===== config.mk =====
export PLATFORM = sky130hd
export DESIGN_NAME = sdram_burst_rd
export DESIGN_NICKNAME = d
export VERILOG_FILES = /design/src/rtl/sdrb_pkg.sv /design/src/rtl/sdrb_cl_pick.sv /design/src/rtl/sdrb_wait_cnt.sv /design/src/rtl/sdrb_beat_cap.sv /design/src/rtl/sdram_burst_rd.sv
export SDC_FILE = /design/constraint.sdc
export NUM_CORES = 1
export LEC_CHECK = 0
export BUFFER_PORTS_ARGS = -buffer_cell sky130_fd_sc_hd__buf_2
export CAP_MARGIN = 20
export CORE_MARGIN = 2
export CORE_UTILIZATION = 35
export DETAILED_ROUTE_END_ITERATION = 8
export SYNTH_ARGS = -nofsm -noshare
export SYNTH_HDL_FRONTEND = slang
export SYNTH_SLANG_ARGS = --single-unit

===== constraint.sdc =====
create_clock -name clk -period 1.78 [get_ports clk]
set_clock_uncertainty 0.15 [all_clocks]
set_input_delay 0.089 -clock clk [delete_from_list [all_inputs] [get_ports clk]]
set_output_delay 0.089 -clock clk [all_outputs]
set_load 0.02 [all_outputs]

===== src/rtl/sdrb_pkg.sv =====
package sdrb_pkg;

    typedef enum logic [2:0] {
        ST_IDLE,
        ST_ACT,
        ST_RCDW,
        ST_READ,
        ST_CLW,
        ST_BEAT,
        ST_DEND,
        ST_PRE
    } sdrb_state_e;

    typedef struct packed {
        logic cs_n;
        logic ras_n;
        logic cas_n;
        logic we_n;
    } sdrb_cmd_t;

    localparam sdrb_cmd_t CMD_ACT  = 4'b0011;
    localparam sdrb_cmd_t CMD_READ = 4'b0101;
    localparam sdrb_cmd_t CMD_NOP  = 4'b0111;
    localparam sdrb_cmd_t CMD_DESL = 4'b1111;

    localparam int BURST_LEN = 4;

endpackage


===== src/rtl/sdrb_cl_pick.sv =====
module sdrb_cl_pick #(
    parameter int AREAS   = 2,
    parameter int FIELD_W = 2,
    localparam int AW     = (AREAS > 1) ? $clog2(AREAS) : 1,
    localparam int LAT_W  = FIELD_W + 1
) (
    input  logic [AREAS*FIELD_W-1:0] cl_fields,
    input  logic [AW-1:0]            area,
    output logic [LAT_W-1:0]         cl_cycles
);

    logic [LAT_W-1:0] lat [AREAS];

    for (genvar a = 0; a < AREAS; a++) begin : g_area
        assign lat[a] = {1'b0, cl_fields[a*FIELD_W +: FIELD_W]} + LAT_W'(1);
    end

    always_comb begin
        cl_cycles = lat[0];
        for (int a = 1; a < AREAS; a++) begin
            if (area == AW'(a)) cl_cycles = lat[a];
        end
    end

endmodule


===== src/rtl/sdrb_wait_cnt.sv =====
module sdrb_wait_cnt #(
    parameter int W = 2
) (
    input  logic         clk,
    input  logic         rst_n,
    input  logic         load,
    input  logic [W-1:0] load_val,
    input  logic         dec,
    output logic         zero
);

    logic [W-1:0] cnt;

    always_ff @(posedge clk) begin
        if (!rst_n)    cnt <= '0;
        else if (load) cnt <= load_val;
        else if (dec)  cnt <= cnt - W'(1);
    end

    assign zero = (cnt == '0);

endmodule


===== src/rtl/sdrb_beat_cap.sv =====
module sdrb_beat_cap #(
    parameter int DATA_W = 32
) (
    input  logic              clk,
    input  logic              rst_n,
    input  logic              cap_en,
    input  logic [DATA_W-1:0] din,
    output logic [DATA_W-1:0] rd_data,
    output logic              rd_valid
);

    always_ff @(posedge clk) begin
        if (!rst_n) begin
            rd_valid <= 1'b0;
            rd_data  <= '0;
        end else begin
            rd_valid <= cap_en;
            if (cap_en) rd_data <= din;
        end
    end

endmodule


===== src/rtl/sdram_burst_rd.sv =====
module sdram_burst_rd
    import sdrb_pkg::*;
#(
    parameter int ROW_W  = 13,
    parameter int COL_W  = 9,
    parameter int DATA_W = 32,
    parameter int AP_BIT = 10,
    localparam int MASK_W = DATA_W / 8,
    localparam int CNT_W  = 2,
    localparam int LAT_W  = 3
) (
    input  logic              clk,
    input  logic              rst_n,
    input  logic              req,
    input  logic              req_area,
    input  logic [ROW_W-1:0]  req_row,
    input  logic [COL_W-1:0]  req_col,
    input  logic [1:0]        trcd_sel,
    input  logic [1:0]        cl_sel_a0,
    input  logic [1:0]        cl_sel_a1,
    input  logic [DATA_W-1:0] sd_dq_in,
    output logic              busy,
    output logic              bus_start,
    output logic              sd_cs_n,
    output logic              sd_ras_n,
    output logic              sd_cas_n,
    output logic              sd_we_n,
    output logic [MASK_W-1:0] sd_dqm,
    output logic [ROW_W-1:0]  sd_addr,
    output logic [DATA_W-1:0] rd_data,
    output logic              rd_valid
);

    sdrb_state_e state, state_nxt;

    logic [ROW_W-1:0] row_q;
    logic [COL_W-1:0] col_q;
    logic [1:0]       trcd_q;
    logic [LAT_W-1:0] cl_q;
    logic [LAT_W-1:0] cl_req;

    logic             cnt_load;
    logic [CNT_W-1:0] cnt_val;
    logic             cnt_dec;
    logic             cnt_zero;
    logic             cap_en;
    sdrb_cmd_t        cmd;

    wire accept = (state == ST_IDLE) && req;

    sdrb_cl_pick #(.AREAS(2), .FIELD_W(2)) u_cl_pick (
        .cl_fields (({cl_sel_a1, cl_sel_a0})),
        .area      (req_area),
        .cl_cycles (cl_req)
    );

    sdrb_wait_cnt #(.W(CNT_W)) u_wait (
        .clk      (clk),
        .rst_n    (rst_n),
        .load     (cnt_load),
        .load_val (cnt_val),
        .dec      (cnt_dec),
        .zero     (cnt_zero)
    );

    sdrb_beat_cap #(.DATA_W(DATA_W)) u_cap (
        .clk      (clk),
        .rst_n    (rst_n),
        .cap_en   (cap_en),
        .din      (sd_dq_in),
        .rd_data  (rd_data),
        .rd_valid (rd_valid)
    );

    // request capture: address and timing frozen at acceptance
    always_ff @(posedge clk) begin
        if (!rst_n) begin
            row_q  <= '0;
            col_q  <= '0;
            trcd_q <= '0;
            cl_q   <= LAT_W'(1);
        end else if (accept) begin
            row_q  <= req_row;
            col_q  <= req_col;
            trcd_q <= trcd_sel;
            cl_q   <= cl_req;
        end
    end

    // state register
    always_ff @(posedge clk) begin
        if (!rst_n) state <= ST_IDLE;
        else        state <= state_nxt;
    end

    // next state and wait counter control
    always_comb begin
        state_nxt = state;
        cnt_load  = 1'b0;
        cnt_val   = '0;
        cnt_dec   = 1'b0;
        unique case (state)
            ST_IDLE: begin
                if (req) state_nxt = ST_ACT;
            end
            ST_ACT: begin
                if (trcd_q == 2'd0) begin
                    state_nxt = ST_READ;
                end else begin
                    cnt_load  = 1'b1;
                    cnt_val   = CNT_W'(trcd_q - 2'd1);
                    state_nxt = ST_RCDW;
                end
            end
            ST_RCDW: begin
                if (cnt_zero) state_nxt = ST_READ;
                else          cnt_dec   = 1'b1;
            end
            ST_READ: begin
                cnt_load = 1'b1;
                if (cl_q == LAT_W'(1)) begin
                    cnt_val   = CNT_W'(BURST_LEN - 1);
                    state_nxt = ST_BEAT;
                end else begin
                    cnt_val   = CNT_W'(cl_q - LAT_W'(2));
                    state_nxt = ST_CLW;
                end
            end
            ST_CLW: begin
                if (cnt_zero) begin
                    cnt_load  = 1'b1;
                    cnt_val   = CNT_W'(BURST_LEN - 1);
                    state_nxt = ST_BEAT;
                end else begin
                    cnt_dec = 1'b1;
                end
            end
            ST_BEAT: begin
                if (cnt_zero) state_nxt = ST_DEND;
                else          cnt_dec   = 1'b1;
            end
            ST_DEND: state_nxt = ST_PRE;
            ST_PRE:  state_nxt = ST_IDLE;
        endcase
    end

    // outputs decoded from state
    always_comb begin
        cmd       = CMD_NOP;
        sd_addr   = '0;
        bus_start = 1'b0;
        cap_en    = 1'b0;
        busy      = 1'b1;
        sd_dqm    = '0;
        unique case (state)
            ST_IDLE: begin
                cmd    = CMD_DESL;
                busy   = 1'b0;
                sd_dqm = '1;
            end
            ST_ACT: begin
                cmd       = CMD_ACT;
                sd_addr   = row_q;
                bus_start = 1'b1;
            end
            ST_READ: begin
                cmd                   = CMD_READ;
                sd_addr[COL_W-1:0]    = col_q;
                sd_addr[AP_BIT]       = 1'b1;
            end
            ST_BEAT: cap_en = 1'b1;
            ST_RCDW, ST_CLW, ST_DEND, ST_PRE: cmd = CMD_NOP;
        endcase
    end

    assign sd_cs_n  = cmd.cs_n;
    assign sd_ras_n = cmd.ras_n;
    assign sd_cas_n = cmd.cas_n;
    assign sd_we_n  = cmd.we_n;

endmodule


Word level (Yosys, flattened, before mapping)
Index checks and enable logic that the tools add are counted.
- flip-flop bits (word level): 65
- input port bits: 64
- output and inout bits: 56
- add/sub/neg operators: 5
- equality and inequality tests: 12
- muxes and demuxes: 28
- reduce and logical (&&, ||, !) cells: 7
- operator list (cell ; count):
    3-bit case mux with 8 select lines ; 1
    9-bit case mux with 2 select lines ; 1
    3-bit 2-to-1 mux ; 5
    3-bit == test (second input constant) ; 4
    2-bit 2-to-1 mux ; 6
    4-bit case mux with 3 select lines ; 1
    1-bit 2-to-1 mux ; 10
    2-bit inequality test (second input constant) ; 4
    2-bit by 1-bit adder with 3-bit output (second input constant) ; 2
    3-bit by 1-bit == test with 1-bit output (second input constant) ; 2
    3-bit by 2-bit == test with 1-bit output (second input constant) ; 2
    2-bit case mux with 3 select lines ; 1
    2-bit zero test ; 2
    4-bit 2-to-1 mux ; 1
    4-bit AND reduction ; 1
    2-bit by 1-bit subtractor with 2-bit output (second input constant) ; 2
    3-bit zero test ; 1
    1-bit case mux with 3 select lines ; 1
    3-bit OR reduction ; 1
    1-bit case mux with 2 select lines ; 1
    2-bit nonzero test ; 1
    2-bit subtractor (second input constant) ; 1
    1-bit logical AND ; 1

Longest topological paths before layout
- depth in word-level cells: 5
- gate-level depth with buffers: 7
- gate-level depth less buffers: 6

Hierarchy
Synthesis repeated with hierarchy kept, for this count alone.
- cell total of the unflattened synthesis: 308
- area total of the unflattened synthesis: 2966.6 um^2
- by module, submodules not included (module ; times used ; cells an instance ; area an instance (um^2) ; seq. area each (um^2)):
    sdram_burst_rd ; 1 ; 186 ; 1531.5 ; 600.6
    sdrb_beat_cap ; 1 ; 105 ; 1270.0 ; 660.6
    sdrb_wait_cnt ; 1 ; 13 ; 120.1 ; 40.0
    sdrb_cl_pick ; 1 ; 4 ; 45.0 ; 0.0

Worst setup path before layout
No wires, ideal clock.
- path type: register to register
- from: register state[0]
- to: register cl_q[2]
- setup time: 0.118 ns
- arrival time: 1.349 ns
- data required time: 1.512 ns
- path slack: 0.162 ns
- cell stages (with the launch flop): 7
- path through: dfxtp_1 > buf_6 > nor3_4 > nand2_2 > clkbuf_1 > nand2_1 > a21boi_2
- cells in the longest elaborated chain, start to end: 2
- RTL lines (element ; RTL line ; source):
    start, declared ; sdram_burst_rd.sv:34 ; sdrb_state_e state, state_nxt;
    start signal, assigned ; sdram_burst_rd.sv:93 ; else state <= state_nxt;
    3-bit zero test ; sdram_burst_rd.sv:49 ; wire accept = (state == ST_IDLE) && req;
    1-bit logical AND ; sdram_burst_rd.sv:49 ;
    end signal, assigned ; sdram_burst_rd.sv:86 ; cl_q <= cl_req;
    end, declared ; sdram_burst_rd.sv:39 ; logic [LAT_W-1:0] cl_q;
Every way passes these cells.
A chain may end at the register's enable or synchronous reset.

Worst setup path after layout
- from: register state[1]
- to: output port sd_cas_n
- cells in the longest elaborated chain, start to end: 2
- elaborated cells between the ends (all ways): 4
- those cells by class: eq/ne: 2; mux: 1; reduce/logical: 1
- RTL lines (element ; RTL line ; source):
    3-bit by 2-bit == test with 1-bit output (tied with other cells) ; sdram_burst_rd.sv:155 ; unique case (state)
    4-bit case mux with 3 select lines (*) ; sdram_burst_rd.sv:155 ;
    end, declared ; sdram_burst_rd.sv:26 ; output logic sd_cas_n,
Mark *: on every way between the ends. The rest lies on a longest branch, timed or not.

==> flow_metrics.py <==
metrics = {
    "sta": {
        "finalMaxSlewViolations": 0,
        "max-slew-margin-rel": 0.644,
        "fmax_mhz": 595,
        "worstMarginPinSlew_ns": 0.532,
        "setup_tns_ns": 0,
        "period_minus_slack_ns": 1.68,
        "rsz0062_at_grt": "false",
        "finalSetupViolCount": 0,
        "setup_ws_ns": 0.100,
        "period_share": 0.944,
        "final-hold-violation-count": 0,
    },
    "clock_tree": {
        "cts_buffers": 9,
        "h-tree-depth": 3,
        "clockBufferDepth": 2,
        "clock_latency_ns": 0.33,
        "cts-root-buf": "clkbuf_8",
        "postCtsSetupRepairBufs": 0,
        "cts_tree": "built",
        "cts_sinks": 65,
        "cts.clk_slew.worst_paths_ns": 0.07,
    },
    "job": {
        "maxCapViolCount": 0,
    },
    "placed_design": {
        "portBuffers": 118,
        "dp_hpwl_um": 4950,
        "pre_cts_slack_ns": 0.195,
        "place_congestion": 0.755,
    },
    "route": {
        "wire_per_inst_um": 12.2,
        "drt_wl_total_um": 7600,
        "drt-vias-per-instance": 4.56,
        "ant_nets": 0,
        "vias": 2847,
        "drc": 0,
        "first_pass_iters": 5,
        "drtIter0Drc": 84,
    },
    "critical_path": {
        "r2r_start": "state[1]$_SDFFE_PN0P_",
        "crit_type": "reg -> out",
        "cp-startpoint": "state[1]$_SDFFE_PN0P_",
        "required_ns": 1.54,
        "end_kind": "output port",
        "cp.arrival_ns": 1.44,
        "crit_fanout": 27,
        "crit_path_start_kind": "flip-flop",
    },
    "cells_and_area": {
        "syn_to_final_growth_pct": 46.6,
        "multi_input_area_um2": 1470,
        "drive_gt1_frac": 0.333,
        "seq_area_um2": 1300,
        "post-route-util": 0.531,
        "mostFrequentLayoutCell": "nand2_1",
        "n_antenna_cell": 0,
        "final_cell_mix": "nand2_1 (119), buf_2 (118), dfxtp_1 (64)",
        "filler_cell_count": 776,
        "fin_nets": 581,
    },
    "power_and_ir_drop": {
        "power_switching_uw": 1380,
        "p_total_uw": 4230,
        "p_sw_frac": 0.326,
        "p_clk_frac": 0.295,
        "p_leak_uw": 0.00188,
        "ir_worst_vdd_uv": 515,
        "cellPowerDensity_nw_per_um2": 964,
        "comb_power_share": 0.306,
        "p_int_uw": 2850,
        "p_seq_frac": 0.398,
    },
    "global_routing": {
        "grt_antenna_before_repair": 0,
        "grt_pass1_vias": 2760,
        "grt_max_degree": 33,
        "grt_use_total": 0.167,
        "grt_first_pass_wirelength_um": 12100,
        "overflow": 0,
    },
    "floorplanning": {
        "die_w_um": 96.5,
        "die_h_um": 96.5,
        "start_util": 0.362,
        "io_pins": 120,
        "die_area_um2": 9310,
        "rows": 33,
        "core_um2": 8260,
    },
    "synthesis": {
        "netlist_area_um2": 2990,
        "ys_ff_latch": 65,
        "synth_cell_types": 38,
        "synth_warnings": 0,
        "synthesis.nets": 416,
        "syn_avg_cell_area_um2": 8.55,
        "ys_seq_area_frac": 0.435,
        "synth_cells": 350,
    },
    "min_path": {
        "hold_path_class": "in -> reg",
        "worstHoldStart": "cl_sel_a1[1]",
    },
    "run_status": {
        "status": "finished, final reports clean",
    },
}
[power by group through the flow]
stage          combinational (uW)  clock [uW]  sequential (uW)
2_1_floorplan                 974           0             1700
3_3_place_gp                 1170           0             1710
3_5_place_dp                 1180           0             1710
4_1_cts                      1290        1310             1680
5_1_grt                      1420        1350             1700
6_report                     1300        1250             1680
[metrics by stage]
stage / instance area (um2) / hold slack [ns] / cells
floorplan: 2990 / 0.0657 / 350
global placement: 3580 / 0.180 / 550
detailed placement: 3580 / 0.186 / 550
CTS: 4380 / 0.116 / 624
global route: 4390 / 0.169 / 624
finish: 4390 / 0.132 / 624
[layout make-up]
class | instances | area share
clock inverter | 3 | 0.00913
multi-input combinational | 247 | 0.334
inverter | 7 | 0.00599
tap | 105 | 0.0299
sequential | 65 | 0.297
clock buffer | 12 | 0.0354
timing repair buffer | 185 | 0.289
[logic make-up (layout without fill, tap and decap cells)]
| family | after synthesis | count (layout) | synth area share |
|---|---|---|---|
| adder cells (fa/ha/maj) | 2 | 2 | 0.00836 |
| flip-flops | 65 | 65 | 0.435 |
| buffers and inverters | 38 | 207 | 0.0807 |
| other | 1 | 1 | 0.00125 |
| AND/OR/NAND/NOR | 152 | 152 | 0.213 |
| multiplexers | 15 | 15 | 0.0510 |
| AO/OA/AOI/OAI | 76 | 76 | 0.208 |
| XOR/XNOR | 1 | 1 | 0.00293 |
[routing by layer]
layer	up-vias	GRT usage	wire length [um]
met5	-	0	0
met2	58	0.289	3920
li1	1459	-	-
met1	1322	0.201	3320
met4	0	0.0681	57
met3	8	0.0341	300
[worst paths after layout]
| kind | end | slack, ns | cells after the start |
|---|---|---|---|
| max | sd_cas_n | 0.10 | 4 |
| min | cl_q[1]$_SDFFE_PN0P_ | 0.13 | 5 |
| max reg2reg | col_q[6]$_SDFFE_PN0P_ | 0.19 | 5 |
| min reg2reg | u_cap.rd_data[26]$_SDFFE_PN0P_ | 0.30 | 2 |
[cells in the mapped netlist]
library cell	count	area, um2
buf_4	11	82.6
nor2b_4	1	13.8
buf_12	2	40.0
mux2_2	2	22.5
xor2_1	1	8.76
or3_1	1	6.26
a21oi_1	2	10.0
inv_1	7	26.3
conb_1	1	3.75
a22oi_1	1	7.51
buf_2	4	20.0
o31ai_1	2	15.0
a21boi_1	14	105
or2_2	1	6.26
ha_1	2	25.0
o21ai_0	6	30.0
nor3_1	1	5.00
a211o_1	1	8.76
nor2_1	15	56.3
buf_6	1	11.3
clkbuf_1	11	41.3
buf_8	1	15.0
nand2_1	119	447
and3_1	1	6.26
nand2b_1	1	6.26
mux2i_1	13	130
dfxtp_1	65	1300
a21boi_0	26	195
nand2_2	4	25.0
and2_1	4	25.0
and2_4	1	8.76
nor3_4	1	16.3
o211ai_1	1	7.51
a21boi_2	20	225
nor4_1	1	6.26
clkbuf_2	1	5.00
a31oi_1	3	18.8
nor4b_1	1	8.76
[registers in the layout, indices dropped and copies added (netlist names)]
name,cells
trcd_q,2
u_wait.cnt,2
row_q,13
u_cap.rd_valid,1
cl_q,3
u_cap.rd_data,32
state,3
col_q,9
[worst max-delay path, stage by stage, from the launching register on]
cell and delay (ns):
dfxtp_1 0.35, buf_12 0.21, nand2_1 0.09, or2_2 0.29, buf_2 0.17
[what timing repair did]
item,CTS,global route
gates cloned,0,0
gates resized for setup,3,2
endpoints found under the hold margin,58,0
setup endpoints to repair,13,5
hold buffers,59,0
(Power assumes the default switching activity.)
